## config.mk

```make
export PLATFORM = sky130hd
export DESIGN_NAME = mbx_unit
export DESIGN_NICKNAME = d
export VERILOG_FILES = /design/src/rtl/mbx_pkg.sv /design/src/rtl/mbx_msg_pair.sv /design/src/rtl/mbx_doorbell.sv /design/src/rtl/mbx_irq_dir.sv /design/src/rtl/mbx_unit.sv
export SDC_FILE = /design/constraint.sdc
export NUM_CORES = 1
export LEC_CHECK = 0
export BUFFER_PORTS_ARGS = -buffer_cell sky130_fd_sc_hd__buf_2
export CORE_MARGIN = 2
export CORE_UTILIZATION = 30
export DETAILED_ROUTE_END_ITERATION = 8
export GPL_TIMING_DRIVEN = 0
export MAX_ROUTING_LAYER = met4
export SETUP_SLACK_MARGIN = 0.15
export SYNTH_ARGS = -nofsm -noshare
export SYNTH_HDL_FRONTEND = slang
export SYNTH_SLANG_ARGS = --single-unit
```

## constraint.sdc

```tcl
create_clock -name clk -period 2.4 [get_ports clk]
set_clock_uncertainty 0.15 [all_clocks]
set_input_delay 0.36 -clock clk [delete_from_list [all_inputs] [get_ports clk]]
set_output_delay 0.36 -clock clk [all_outputs]
set_load 0.03 [all_outputs]
```

## src/rtl/mbx_pkg.sv

```systemverilog
package mbx_pkg;

    // Word indices, shared by both ports
    typedef enum logic [2:0] {
        IDX_IMSG0 = 3'd0,
        IDX_IMSG1 = 3'd1,
        IDX_OMSG0 = 3'd2,
        IDX_OMSG1 = 3'd3,
        IDX_IDB   = 3'd4,
        IDX_ODB   = 3'd5,
        IDX_STAT  = 3'd6,
        IDX_MASK  = 3'd7
    } mbx_idx_e;

    // Status and mask bit positions
    localparam int unsigned BIT_MSG0 = 0;
    localparam int unsigned BIT_MSG1 = 1;
    localparam int unsigned BIT_DB   = 3;
    localparam int unsigned BIT_MC   = 4;
    localparam int unsigned BIT_PQ   = 5;
    localparam int unsigned BIT_POVF = 7;
    localparam int unsigned BIT_FOVF = 8;

    // Defined-bit sets of each direction
    localparam logic [8:0] IN_DEF_BITS  = 9'h1BB;
    localparam logic [8:0] OUT_DEF_BITS = 9'h02B;

    localparam int unsigned NUM_MSG = 2;

endpackage

```

## src/rtl/mbx_msg_pair.sv

```systemverilog
module mbx_msg_pair #(
    parameter int DATA_W = 32,
    parameter int NUM    = 2
) (
    input  logic                       clk,
    input  logic                       rst_n,
    input  logic [NUM-1:0]             wr_en,
    input  logic [DATA_W-1:0]          wdata,
    input  logic [NUM-1:0]             clr,
    output logic [NUM-1:0][DATA_W-1:0] msg_o,
    output logic [NUM-1:0]             stat_o
);

    for (genvar k = 0; k < NUM; k++) begin : g_slot
        always_ff @(posedge clk or negedge rst_n) begin
            if (!rst_n) begin
                msg_o[k]  <= '0;
                stat_o[k] <= 1'b0;
            end else begin
                if (wr_en[k]) begin
                    msg_o[k] <= wdata;
                end
                if (wr_en[k]) begin
                    stat_o[k] <= 1'b1;
                end else if (clr[k]) begin
                    stat_o[k] <= 1'b0;
                end
            end
        end


        msg_set_chk: assert property (@(posedge clk) disable iff (!rst_n)
            wr_en[k] |=> (stat_o[k] && msg_o[k] == $past(wdata)));


        msg_clr_chk: assert property (@(posedge clk) disable iff (!rst_n)
            (clr[k] && !wr_en[k]) |=> !stat_o[k]);
    end

endmodule

```

## src/rtl/mbx_doorbell.sv

```systemverilog
module mbx_doorbell #(
    parameter int DATA_W = 32,
    parameter int LIVE_W = 32
) (
    input  logic              clk,
    input  logic              rst_n,
    input  logic              set_en,
    input  logic [DATA_W-1:0] set_val,
    input  logic              clr_en,
    input  logic [DATA_W-1:0] clr_val,
    output logic [DATA_W-1:0] db_o,
    output logic              pend_o
);

    localparam logic [DATA_W-1:0] LIVE = (LIVE_W >= DATA_W) ? '1 :
                                         DATA_W'((64'd1 << LIVE_W) - 64'd1);

    logic [DATA_W-1:0] set_bits;
    logic [DATA_W-1:0] clr_bits;

    always_comb begin
        set_bits = set_en ? (set_val & LIVE) : '0;
        clr_bits = clr_en ? clr_val : '0;
    end

    always_ff @(posedge clk or negedge rst_n) begin
        if (!rst_n) begin
            db_o <= '0;
        end else begin
            db_o <= (db_o & ~clr_bits) | set_bits;
        end
    end

    assign pend_o = |db_o;


    db_post_chk: assert property (@(posedge clk) disable iff (!rst_n)
        set_en |=> ((db_o & $past(set_val & LIVE)) == $past(set_val & LIVE)));


    db_clear_chk: assert property (@(posedge clk) disable iff (!rst_n)
        (clr_en && !set_en) |=> ((db_o & $past(clr_val)) == '0));

endmodule

```

## src/rtl/mbx_irq_dir.sv

```systemverilog
module mbx_irq_dir #(
    parameter int                DATA_W = 32,
    parameter logic [DATA_W-1:0] DEF    = '1
) (
    input  logic              clk,
    input  logic              rst_n,
    input  logic [DATA_W-1:0] raw_i,
    input  logic              mask_we,
    input  logic [DATA_W-1:0] mask_wdata,
    output logic [DATA_W-1:0] mask_o,
    output logic [DATA_W-1:0] view_o,
    output logic              irq_o
);

    always_ff @(posedge clk or negedge rst_n) begin
        if (!rst_n) begin
            mask_o <= '1;
        end else if (mask_we) begin
            mask_o <= mask_wdata;
        end
    end

    assign view_o = raw_i & ~mask_o & DEF;

    always_ff @(posedge clk or negedge rst_n) begin
        if (!rst_n) begin
            irq_o <= 1'b0;
        end else begin
            irq_o <= |view_o;
        end
    end


    mask_wr_chk: assert property (@(posedge clk) disable iff (!rst_n)
        mask_we |=> (mask_o == $past(mask_wdata)));


    irq_src_chk: assert property (@(posedge clk) disable iff (!rst_n)
        irq_o |-> $past(|(raw_i & DEF)));

endmodule

```

## src/rtl/mbx_unit.sv

```systemverilog
module mbx_unit
    import mbx_pkg::*;
#(
    parameter int DATA_W  = 32,
    parameter int DB_RSVD = 3
) (
    input  logic              clk,
    input  logic              rst_n,
    input  logic [2:0]        h_addr,
    input  logic              h_we,
    input  logic [DATA_W-1:0] h_wdata,
    output logic [DATA_W-1:0] h_rdata,
    input  logic [2:0]        l_addr,
    input  logic              l_we,
    input  logic [DATA_W-1:0] l_wdata,
    output logic [DATA_W-1:0] l_rdata,
    input  logic              mchk_i,
    input  logic              ipq_nempty_i,
    input  logic              ipq_ovf_i,
    input  logic              ofq_ovf_i,
    input  logic              opq_nempty_i,
    output logic              host_irq,
    output logic              local_irq
);

    localparam int                DB_LIVE = DATA_W - DB_RSVD;
    localparam logic [DATA_W-1:0] IN_DEF  = DATA_W'(IN_DEF_BITS);
    localparam logic [DATA_W-1:0] OUT_DEF = DATA_W'(OUT_DEF_BITS);

    mbx_idx_e h_sel;
    mbx_idx_e l_sel;
    assign h_sel = mbx_idx_e'(h_addr);
    assign l_sel = mbx_idx_e'(l_addr);

    logic [NUM_MSG-1:0]             h_imsg_wr;
    logic [NUM_MSG-1:0]             l_omsg_wr;
    logic [NUM_MSG-1:0]             ist_clr;
    logic [NUM_MSG-1:0]             ost_clr;
    logic [NUM_MSG-1:0][DATA_W-1:0] imsg;
    logic [NUM_MSG-1:0][DATA_W-1:0] omsg;
    logic [NUM_MSG-1:0]             ist;
    logic [NUM_MSG-1:0]             ost;
    logic [DATA_W-1:0]              idb;
    logic [DATA_W-1:0]              odb;
    logic                           idb_pend;
    logic                           odb_pend;
    logic [DATA_W-1:0]              raw_in;
    logic [DATA_W-1:0]              raw_out;
    logic [DATA_W-1:0]              in_mask;
    logic [DATA_W-1:0]              out_mask;
    logic [DATA_W-1:0]              in_view;
    logic [DATA_W-1:0]              out_view;

    // Write decode
    always_comb begin
        h_imsg_wr[0] = h_we && (h_sel == IDX_IMSG0);
        h_imsg_wr[1] = h_we && (h_sel == IDX_IMSG1);
        l_omsg_wr[0] = l_we && (l_sel == IDX_OMSG0);
        l_omsg_wr[1] = l_we && (l_sel == IDX_OMSG1);
        ist_clr      = (l_we && l_sel == IDX_STAT) ? l_wdata[NUM_MSG-1:0] : '0;
        ost_clr      = (h_we && h_sel == IDX_STAT) ? h_wdata[NUM_MSG-1:0] : '0;
    end

    mbx_msg_pair #(.DATA_W(DATA_W), .NUM(NUM_MSG)) u_in_msg (
        .clk    (clk),
        .rst_n  (rst_n),
        .wr_en  (h_imsg_wr),
        .wdata  (h_wdata),
        .clr    (ist_clr),
        .msg_o  (imsg),
        .stat_o (ist)
    );

    mbx_msg_pair #(.DATA_W(DATA_W), .NUM(NUM_MSG)) u_out_msg (
        .clk    (clk),
        .rst_n  (rst_n),
        .wr_en  (l_omsg_wr),
        .wdata  (l_wdata),
        .clr    (ost_clr),
        .msg_o  (omsg),
        .stat_o (ost)
    );

    mbx_doorbell #(.DATA_W(DATA_W), .LIVE_W(DATA_W)) u_in_db (
        .clk     (clk),
        .rst_n   (rst_n),
        .set_en  (h_we && h_sel == IDX_IDB),
        .set_val (h_wdata),
        .clr_en  (l_we && l_sel == IDX_IDB),
        .clr_val (l_wdata),
        .db_o    (idb),
        .pend_o  (idb_pend)
    );

    mbx_doorbell #(.DATA_W(DATA_W), .LIVE_W(DB_LIVE)) u_out_db (
        .clk     (clk),
        .rst_n   (rst_n),
        .set_en  (l_we && l_sel == IDX_ODB),
        .set_val (l_wdata),
        .clr_en  (h_we && h_sel == IDX_ODB),
        .clr_val (h_wdata),
        .db_o    (odb),
        .pend_o  (odb_pend)
    );

    // Raw status assembly
    always_comb begin
        raw_in           = '0;
        raw_in[BIT_MSG0] = ist[0];
        raw_in[BIT_MSG1] = ist[1];
        raw_in[BIT_DB]   = idb_pend;
        raw_in[BIT_MC]   = mchk_i;
        raw_in[BIT_PQ]   = ipq_nempty_i;
        raw_in[BIT_POVF] = ipq_ovf_i;
        raw_in[BIT_FOVF] = ofq_ovf_i;

        raw_out           = '0;
        raw_out[BIT_MSG0] = ost[0];
        raw_out[BIT_MSG1] = ost[1];
        raw_out[BIT_DB]   = odb_pend;
        raw_out[BIT_PQ]   = opq_nempty_i;
    end

    mbx_irq_dir #(.DATA_W(DATA_W), .DEF(IN_DEF)) u_in_irq (
        .clk        (clk),
        .rst_n      (rst_n),
        .raw_i      (raw_in),
        .mask_we    (l_we && l_sel == IDX_MASK),
        .mask_wdata (l_wdata),
        .mask_o     (in_mask),
        .view_o     (in_view),
        .irq_o      (local_irq)
    );

    mbx_irq_dir #(.DATA_W(DATA_W), .DEF(OUT_DEF)) u_out_irq (
        .clk        (clk),
        .rst_n      (rst_n),
        .raw_i      (raw_out),
        .mask_we    (h_we && h_sel == IDX_MASK),
        .mask_wdata (h_wdata),
        .mask_o     (out_mask),
        .view_o     (out_view),
        .irq_o      (host_irq)
    );

    // Read muxes
    always_comb begin
        h_rdata = '0;
        unique case (h_sel)
            IDX_IMSG0: h_rdata = imsg[0];
            IDX_IMSG1: h_rdata = imsg[1];
            IDX_OMSG0: h_rdata = omsg[0];
            IDX_OMSG1: h_rdata = omsg[1];
            IDX_IDB:   h_rdata = idb;
            IDX_ODB:   h_rdata = odb;
            IDX_STAT:  h_rdata = out_view;
            IDX_MASK:  h_rdata = out_mask;
        endcase
    end

    always_comb begin
        l_rdata = '0;
        unique case (l_sel)
            IDX_IMSG0: l_rdata = imsg[0];
            IDX_IMSG1: l_rdata = imsg[1];
            IDX_OMSG0: l_rdata = omsg[0];
            IDX_OMSG1: l_rdata = omsg[1];
            IDX_IDB:   l_rdata = idb;
            IDX_ODB:   l_rdata = odb;
            IDX_STAT:  l_rdata = in_view;
            IDX_MASK:  l_rdata = in_mask;
        endcase
    end


    omsg_host_ro_chk: assert property (@(posedge clk) disable iff (!rst_n)
        (h_we && h_sel == IDX_OMSG0 && !l_omsg_wr[0]) |=> $stable(omsg[0]));


    imsg_local_ro_chk: assert property (@(posedge clk) disable iff (!rst_n)
        (l_we && l_sel == IDX_IMSG1 && !h_imsg_wr[1]) |=> $stable(imsg[1]));


    odb_rsvd_zero_chk: assert property (@(posedge clk) disable iff (!rst_n)
        (h_sel == IDX_ODB) |-> (h_rdata[DATA_W-1:DB_LIVE] == '0));


    db_stat_keep_chk: assert property (@(posedge clk) disable iff (!rst_n)
        (idb_pend && !(l_we && l_sel == IDX_IDB)) |=> raw_in[BIT_DB]);

endmodule

```

Yosys cells after proc, flatten, opt, wreduce, memory -nomap -nowiden:

Index checks and enable logic that the tools add are counted.
W data, S select, Z words.

* word-level logic and storage cells: 76
* bits of input ports: 79
* register bits: 262
* output and inout bits: 66

* bitwise logic cells: 10
* reduce and logical (&&, ||, !) cells: 22
* multiplexer cells: 16
* equality and inequality tests: 14

Operators with widths (number)
* $pmux W32 S8: 2
* $mux W32: 3
* $and A32 B32 Y32: 2
* $not A32 Y32: 2
* $or A32 B32 Y32: 2
* $reduce_or A32 Y1: 2
* $mux W29: 1
* $eq A3 B3 Y1 const B: 8
* $eq A3 B2 Y1 const B: 4
* $logic_and A1 B1 Y1: 12
* $and A9 B9 Y9: 1
* $not A9 Y9: 1
* $mux W1: 8
* $reduce_bool A2 Y1: 4
* $reduce_or A7 Y1: 1
* $and A6 B6 Y6: 1
* $eq A3 B1 Y1 const B: 2
* $logic_not A3 Y1: 2
* $not A6 Y6: 1
* $mux W2: 2
* $reduce_or A4 Y1: 1

Longest topological paths before layout:

Gate-level depths: netlist of the first run.

* depth in word-level cells: 6
* depth in mapped cells: 7
* mapped depth without buffers: 4

By module:

A second synthesis of the first run with hierarchy kept.

* cell total of the unflattened synthesis: 1315
* area, all modules: 15517.4 um2

Modules (own cells, without submodules)
* mbx_msg_pair: cells each 142, times used 2, area an instance 2755.1 um2
* mbx_unit: cells each 600, times used 1, area an instance 4246.6 um2
* mbx_irq_dir (u_in_irq): cells each 105, times used 1, area an instance 1661.6 um2
* mbx_irq_dir (u_out_irq): cells each 103, times used 1, area an instance 1500.2 um2
* mbx_doorbell (u_in_db): cells each 113, times used 1, area an instance 1307.5 um2
* mbx_doorbell (u_out_db): cells each 110, times used 1, area an instance 1291.2 um2

Least setup slack after synthesis of the first run:

No wires, ideal clock.

* path kind: input to output
* start point: input h_addr[2]
* end point: output h_rdata[2]
* buffers on the path: 3
* arrival time: 1.966 ns
* path slack: -0.076 ns
* stages on the path: 7
* data required time: 1.890 ns
* path through: buf_2 -> buf_2 -> buf_2 -> nand2_1 -> o21ai_0 -> o22ai_1 -> a211oi_1

* longest elaborated chain between the ends: 2
* elaborated cells on any way between the ends: 9

Ends and longest elaborated chain
* start: declaration: RTL line mbx_unit.sv:9 `input logic [2:0] h_addr,`
* $eq A3 B3 Y1 (tied with other cells): RTL line mbx_unit.sv:149 `unique case (h_sel)`
* $pmux W32 S8 (*): RTL line mbx_unit.sv:149
* end: declaration: RTL line mbx_unit.sv:12 `output logic [DATA_W-1:0] h_rdata,`

Every way passes the cells marked *; elsewhere a longest branch is shown, timed or not.

Worst setup path after layout of the first run:

* start point: register u_out_db.db_o[30]
* end point: output h_rdata[3]

* longest elaborated chain between the ends: 3

Ends and longest elaborated chain
* start: declaration: RTL line mbx_doorbell.sv:11 `output logic [DATA_W-1:0] db_o,`
* start signal: assignment: RTL line mbx_doorbell.sv:30 `db_o <= (db_o & ~clr_bits) | set_bits;`
* $reduce_or A32 Y1: RTL line mbx_doorbell.sv:34 `assign pend_o = |db_o;`
* $and A6 B6 Y6: RTL line mbx_irq_dir.sv:23 `assign view_o = raw_i & ~mask_o & DEF;`
* $pmux W32 S8: RTL line mbx_unit.sv:149

Every way passes these cells.

==> results of run 1 <==
flip-flops by register name, summed over array words and instances (netlist names):
signal / flops
u_out_msg.stat_o: 2
u_out_db.db_o: 32
u_out_msg.msg_o: 64
u_in_irq.irq_o: 1
u_in_irq.mask_o: 32
u_in_db.db_o: 32
u_in_msg.stat_o: 2
u_in_msg.msg_o: 64
u_out_irq.irq_o: 1
u_out_irq.mask_o: 32
worst min-delay path, delay by kind of cell:
kind            cells  cell delay [ns]
buf+inv             1             0.16
simple gates        1             0.11
compound gates      1             0.11
metrics by stage:
stage,util,setup WS (ns),hold slack [ns],setup TNS [ns],instances
6_report,0.4412,-0.3872,0.02483,-1.644,2192
5_1_grt,0.4412,-0.4155,0.03218,-1.817,2192
4_1_cts,0.4206,-0.3427,0.009653,-1.306,2157
3_5_place_dp,0.3400,-1.419,0.2506,-77.34,1983
3_3_place_gp,0.3385,-4.123,0.3136,-1039.27,1981
2_1_floorplan,-,0.1576,-0.08559,0,1239
logic make-up after synthesis:
| group | Yosys count | synth area share |
|---|---|---|
| muxes | 241 | 0.1967 |
| DFF | 262 | 0.4803 |
| and+or+nand+nor | 277 | 0.09410 |
| AOI/OAI and AO/OA | 342 | 0.1848 |
| buffers and inverters | 117 | 0.04401 |
timing repair:
item	4_1_cts	5_1_grt
pin swaps	85	78
endpoints found under the setup margin	85	63
endpoints found under the hold margin	314	0
resized for setup	433	155
gates cloned	2	2
setup buffers	50	29
hold buffers	66	0
cell type report:
class | instances | share of cell area
Antenna cell | 4 | 0.0005000
Buffer | 95 | 0.05668
Clock buffer | 42 | 0.04275
Clock inverter | 14 | 0.006750
Inverter | 22 | 0.004875
Multi-Input combinational cell | 860 | 0.3854
Sequential cell | 262 | 0.3341
Tap cell | 600 | 0.03750
Timing Repair Buffer | 293 | 0.1314
worst max path at each step:
stage | end | slack (ns) | depth (start not counted)
floorplan | h_rdata[23] | 0.16 | 5
global placement | u_out_msg.msg_o[18] | -4.12 | 1
detailed placement | l_rdata[28] | -1.42 | 7
CTS | h_rdata[3] | -0.34 | 5
global route | h_rdata[3] | -0.42 | 5
finish | h_rdata[3] | -0.39 | 5
metal layers:
metal	vias up	track usage	share of wire	wire length, um
met5	-	-	0	0
met2	874	0.3992	0.43	28400
met1	6662	0.3688	0.40	26620
li1	5303	-	-	-
met3	215	0.07571	0.11	7540
met4	0	0.1320	0.052	3428
power by group:
| group | switching [mW] | internal [mW] | leakage, nW |
|---|---|---|---|
| sequential | 1.02 | 5.58 | 3.00 |
| combinational | 2.28 | 2.28 | 4.96 |
| clock | 2.04 | 2.70 | 0.499 |
cells in the final DEF, fill, tap and decap left out, types with 8 or more instances in the layout:
cell type / n
a21o_1: 9
a21oi_1: 13
a21oi_2: 15
a22o_1: 86
a22oi_1: 22
a22oi_2: 33
a31oi_2: 12
buf_12: 26
buf_2: 90
buf_4: 89
buf_6: 85
clkbuf_16: 37
clkbuf_8: 13
clkinv_2: 10
dfrtp_1: 156
dfrtp_2: 42
dfstp_2: 64
dlygate4sd3_1: 66
inv_1: 15
mux2_1: 181
mux2_4: 12
mux2i_1: 38
nand2_1: 115
nand2b_1: 8
nand2b_4: 18
nor2_1: 50
nor4_4: 8
o21ai_0: 17
o21ai_1: 22
o21bai_1: 9
o22a_1: 19
==> results_dict.tcl, run 1 <==
set metrics [dict create \
    synth_edf_count 0 \
    hp-start "h_we" \
    synth_top_area_frac 0.3586 \
    clockBufferDepth 3 \
    min_period_ns 2.787 \
    core_area_um2 45380 \
    slew_headroom 0.4255 \
    crit_chain "nor4_4 > nand4_1 > o21bai_2 > o22ai_2 > buf_6" \
    stdcell_area_um2 20020 \
    tightest_slew_ns 0.8617 \
    synth_cells 1239 \
    num_rows 78 \
    synth_top_area_cell "dfrtp_1" \
    async_flop_share 1.000 \
    cts_root_buf "clkbuf_16" \
    hold_viol 0 \
    drive_gt1_frac 0.4251 \
    crit_path_max_incr_delay_ns 0.44 \
    crit_family "simple AND/OR/NAND/NOR gates" \
    fin_crit_sh 1.161 \
    fmax_mhz 358.8 \
    port_buffers 142 \
    clk_pin_slew_worst_paths_ns 0.07 \
    synth.distinct_cells 54 \
    worst-path-buf-inv 1 \
    io_pins 145 \
    violations "setup timing" \
    worst-path-max-fanout 2 \
    grt_antenna_before_repair 4 \
    dieArea_um2 47790 \
    ys_seq_area_frac 0.4803 \
    worst-r2r-cell-count 6 \
    area_growth_pct 44.91 \
    tritoncts "built" \
    multi_input_area_um2 7716 \
    syn_area_um2 13820 \
    initial_core_util 0.3044 \
    cts_sinks 262 \
    grt_max_degree 98 \
    setup_slack_ns -0.3872 \
    cap_violations 0 \
    clock_latency_ns 0.61 \
    crit_type "flop to primary output" \
    synthMostInstantiatedCell "dfrtp_1" \
    cp.required_ns 1.89 \
    post_drt_wl_per_cell_um 30.11 \
    min_delay_path_depth 3 \
    synth_warnings 0 \
    rr_endpoint "u_in_irq.irq_o" \
    track_usage 0.2806 \
    fillCellCount 4207 \
    yosys-top-cells-area "dfrtp_1 36%, mux2_1 16%, dfstp_2 12%" \
    htree_levels 1 \
    drc 0 \
    die_x_um 218.6 \
    syn_area_per_cell_um2 11.15 \
    r2r_slack_ns 0.40 \
    total_power_mw 15.90 \
    setup_violations 9 \
    grt_pass1_wl_um 93380 \
    synth_common_cells "198 x dfrtp_1, 192 x mux2_1, 120 x nand2_1, 86 x a22o_1, 64 x dfstp_2" \
    drt_wl_total_um 65990 \
    synth_nets 1318 \
    drt_first_pass_iters 8 \
    hold_path_end "u_out_msg.stat_o[0]" \
    cp-start-kind "flop" \
    fin_nets 1643 \
    place_area_um2 15430 \
    p_per_area_nw_per_um2 794.3 \
    rsz0062_at_grt "yes" \
    detailedRoute.firstIterationViolations 1773 \
    synthFlopType "dfrtp_1" \
    hp-class "primary input to flop" \
    place_congestion 0.9980 \
    grt_overflow 0 \
    cp_data_arrival_time_ns 2.28 \
    cts_buffers 30 \
    vdd_drop_max_mv 0.7494 \
    leakagePower_nw 8.459 \
    slew_violations 0 \
    critPathLaunch "u_out_db.db_o[30]" \
    ant_nets 0 \
    chipHeight_um 218.6 \
    r2r-start "u_in_db.db_o[18]" \
    status "finished with violations" \
    dp_hpwl_um 42610 \
    cp_slowest_cell "dfrtp_2" \
    synth_seq_cells 262 \
    vias 13050 \
    vias_per_cell 5.955 \
    grt_pass1_vias 12980 \
    end_kind "primary output" \
    seq_area_um2 6689 \
]
Note: power is estimated with default switching activity, not from simulation.
==> run 2, diff against run 1 <==
==> constraint.sdc (replaced) <==
create_clock -name clk -period 3.5 [get_ports clk]
set_clock_uncertainty 0.15 [all_clocks]
set_input_delay 0.35 -clock clk [delete_from_list [all_inputs] [get_ports clk]]
set_output_delay 0.35 -clock clk [all_outputs]
set_load 0.03 [all_outputs]
==> results_dict.tcl, run 2 (synthesis results as in run 1) <==
set metrics [dict create \
    largestRegisters "u_in_msg.msg_o: 64 flops, u_out_msg.msg_o: 64 flops" \
    cap_violations 0 \
    clockBufferDepth 3 \
    io_pins 145 \
    leakagePower_nw 7.373 \
    clock_latency_ns 0.59 \
    end_kind "primary output" \
    cts_buffers 29 \
    fin_hold_ws_ns 0.01650 \
    placedCellCount 1983 \
    fmax_mhz 298.4 \
    num_rows 78 \
    cp-start-kind "flop" \
    htree_levels 1 \
    crit_chain "nor4_1 > nand4_1 > o21bai_1 > o31ai_1 > buf_2" \
    track_usage 0.2644 \
    place_area_um2 15340 \
    detailedRoute.firstIterationViolations 1779 \
    cts_root_buf "clkbuf_16" \
    tritoncts "built" \
    hold_viol 0 \
    p_per_area_nw_per_um2 590.2 \
    grt_max_degree 119 \
    dieArea_um2 47790 \
    slew_violations 0 \
    post_drt_wl_per_cell_um 29.56 \
    vias 12610 \
    final_cell_mix "198 x dfrtp_1, 192 x mux2_1, 183 x buf_2" \
    die_x_um 218.6 \
    swShare 0.3326 \
    area_growth_pct 23.62 \
    p_int_mw 6.728 \
    chipHeight_um 218.6 \
    fin_nets 1561 \
    vias_per_cell 5.980 \
    cts_sinks 262 \
    grt_antenna_before_repair 2 \
    stdcell_area_um2 17080 \
    clk_pin_slew_worst_paths_ns 0.07 \
    fin_crit_sh 0.9575 \
    cp_slowest_cell "nor4_1" \
    vdd_drop_max_mv 0.3398 \
    final_common_cell "dfrtp_1" \
    slew_headroom 0.2204 \
    place_congestion 0.9901 \
    worst-path-max-fanout 4 \
    setup_violations 0 \
    min_period_ns 3.351 \
    total_power_mw 10.08 \
    status "finished clean" \
    fin_util 0.3763 \
    grt_pass1_wl_um 87910 \
    grt_pass1_vias 12330 \
    port_buffers 142 \
    clkPwrFrac 0.331 \
    cp_data_arrival_time_ns 2.85 \
    core_area_um2 45380 \
    hp-class "primary input to flop" \
    p_switching_mw 3.352 \
    drc 0 \
    crit_type "flop to primary output" \
    drive_gt1_frac 0.2346 \
    drt_first_pass_iters 6 \
    cp.required_ns 3.00 \
    initial_core_util 0.3044 \
    power.share.combinational 0.229 \
    dp_hpwl_um 42770 \
    ant_nets 0 \
    crit_path_max_incr_delay_ns 0.77 \
    layoutNonFillerInstCount 2109 \
    grt_overflow 0 \
    pwr-share-seq 0.440 \
    rsz0062_at_grt "no" \
    drt_wl_total_um 62330 \
    tightest_slew_ns 1.169 \
]
## run 2: final cells by class
type | count | area [um^2]
diodes | 4 | 10.01
plain buffers | 95 | 536.8
clock buffers | 38 | 819.5
clock inverters | 16 | 196.4
fillers | 4517 | 28300
inverters | 22 | 82.58
multi-input cells | 860 | 6590
flip-flops and latches | 262 | 6636
well taps | 600 | 750.7
repair buffers | 212 | 1456
## run 2: power by group through the flow
stage | Sequential [mW] | Combinational (mW) | Clock, mW
2_1_floorplan | 4.20 | 1.49 | 0
3_3_place_gp | 4.42 | 2.17 | 0
3_5_place_dp | 4.44 | 2.22 | 0
4_1_cts | 4.40 | 2.29 | 3.36
5_1_grt | 4.49 | 2.46 | 3.48
6_report | 4.43 | 2.31 | 3.34
## run 2: worst max-delay path: cells and delay by family, from the launching register on
kind	cells	cell delay, ns
AOI/OAI and AO/OA	2	0.61
buffers and inverters	1	0.21
DFF	1	0.45
and+or+nand+nor	2	0.99
## run 2: path summary, 6_finish.rpt
check / startpoint / end / slack [ns] / depth (start not counted)
setup / recovery: u_in_db.db_o[27] / l_rdata[3] / 0.15 / 5
hold / removal: l_wdata[0] / u_in_db.db_o[0] / 0.02 / 3
setup reg to reg: u_in_db.db_o[27] / u_in_irq.irq_o / 0.61 / 5
hold reg to reg: u_in_msg.stat_o[1] / u_in_msg.stat_o[1] / 0.34 / 1
max in group asynchronous: rst_n / u_out_msg.msg_o[30] / 2.20 / 3
min in group asynchronous: rst_n / u_in_msg.msg_o[3] / 0.05 / 2
## run 2: what timing repair did
item / CTS / global route
hold buffers: 68 / 0
pin swaps: 0 / 0
cloned: 0 / 0
setup buffers: 0 / 0
endpoints found under the hold margin: 463 / 0
setup endpoints to repair: 16 / 11
resized for setup: 7 / 5
## run 2: metrics by stage
stage	setup WS [ns]	setup TNS, ns
CTS	0.1761	0
global placement	-3.009	-677.08
detailed placement	-0.3369	-2.752
global route	0.1605	0
finish	0.1489	0
floorplan	1.044	0
## run 2: per-layer routing
layer,global-route usage,vias up,part of all wire
met5,-,-,0
met4,0.1141,0,0.049
met3,0.06736,197,0.11
met2,0.3858,854,0.43
met1,0.3460,6436,0.41
li1,-,5124,-
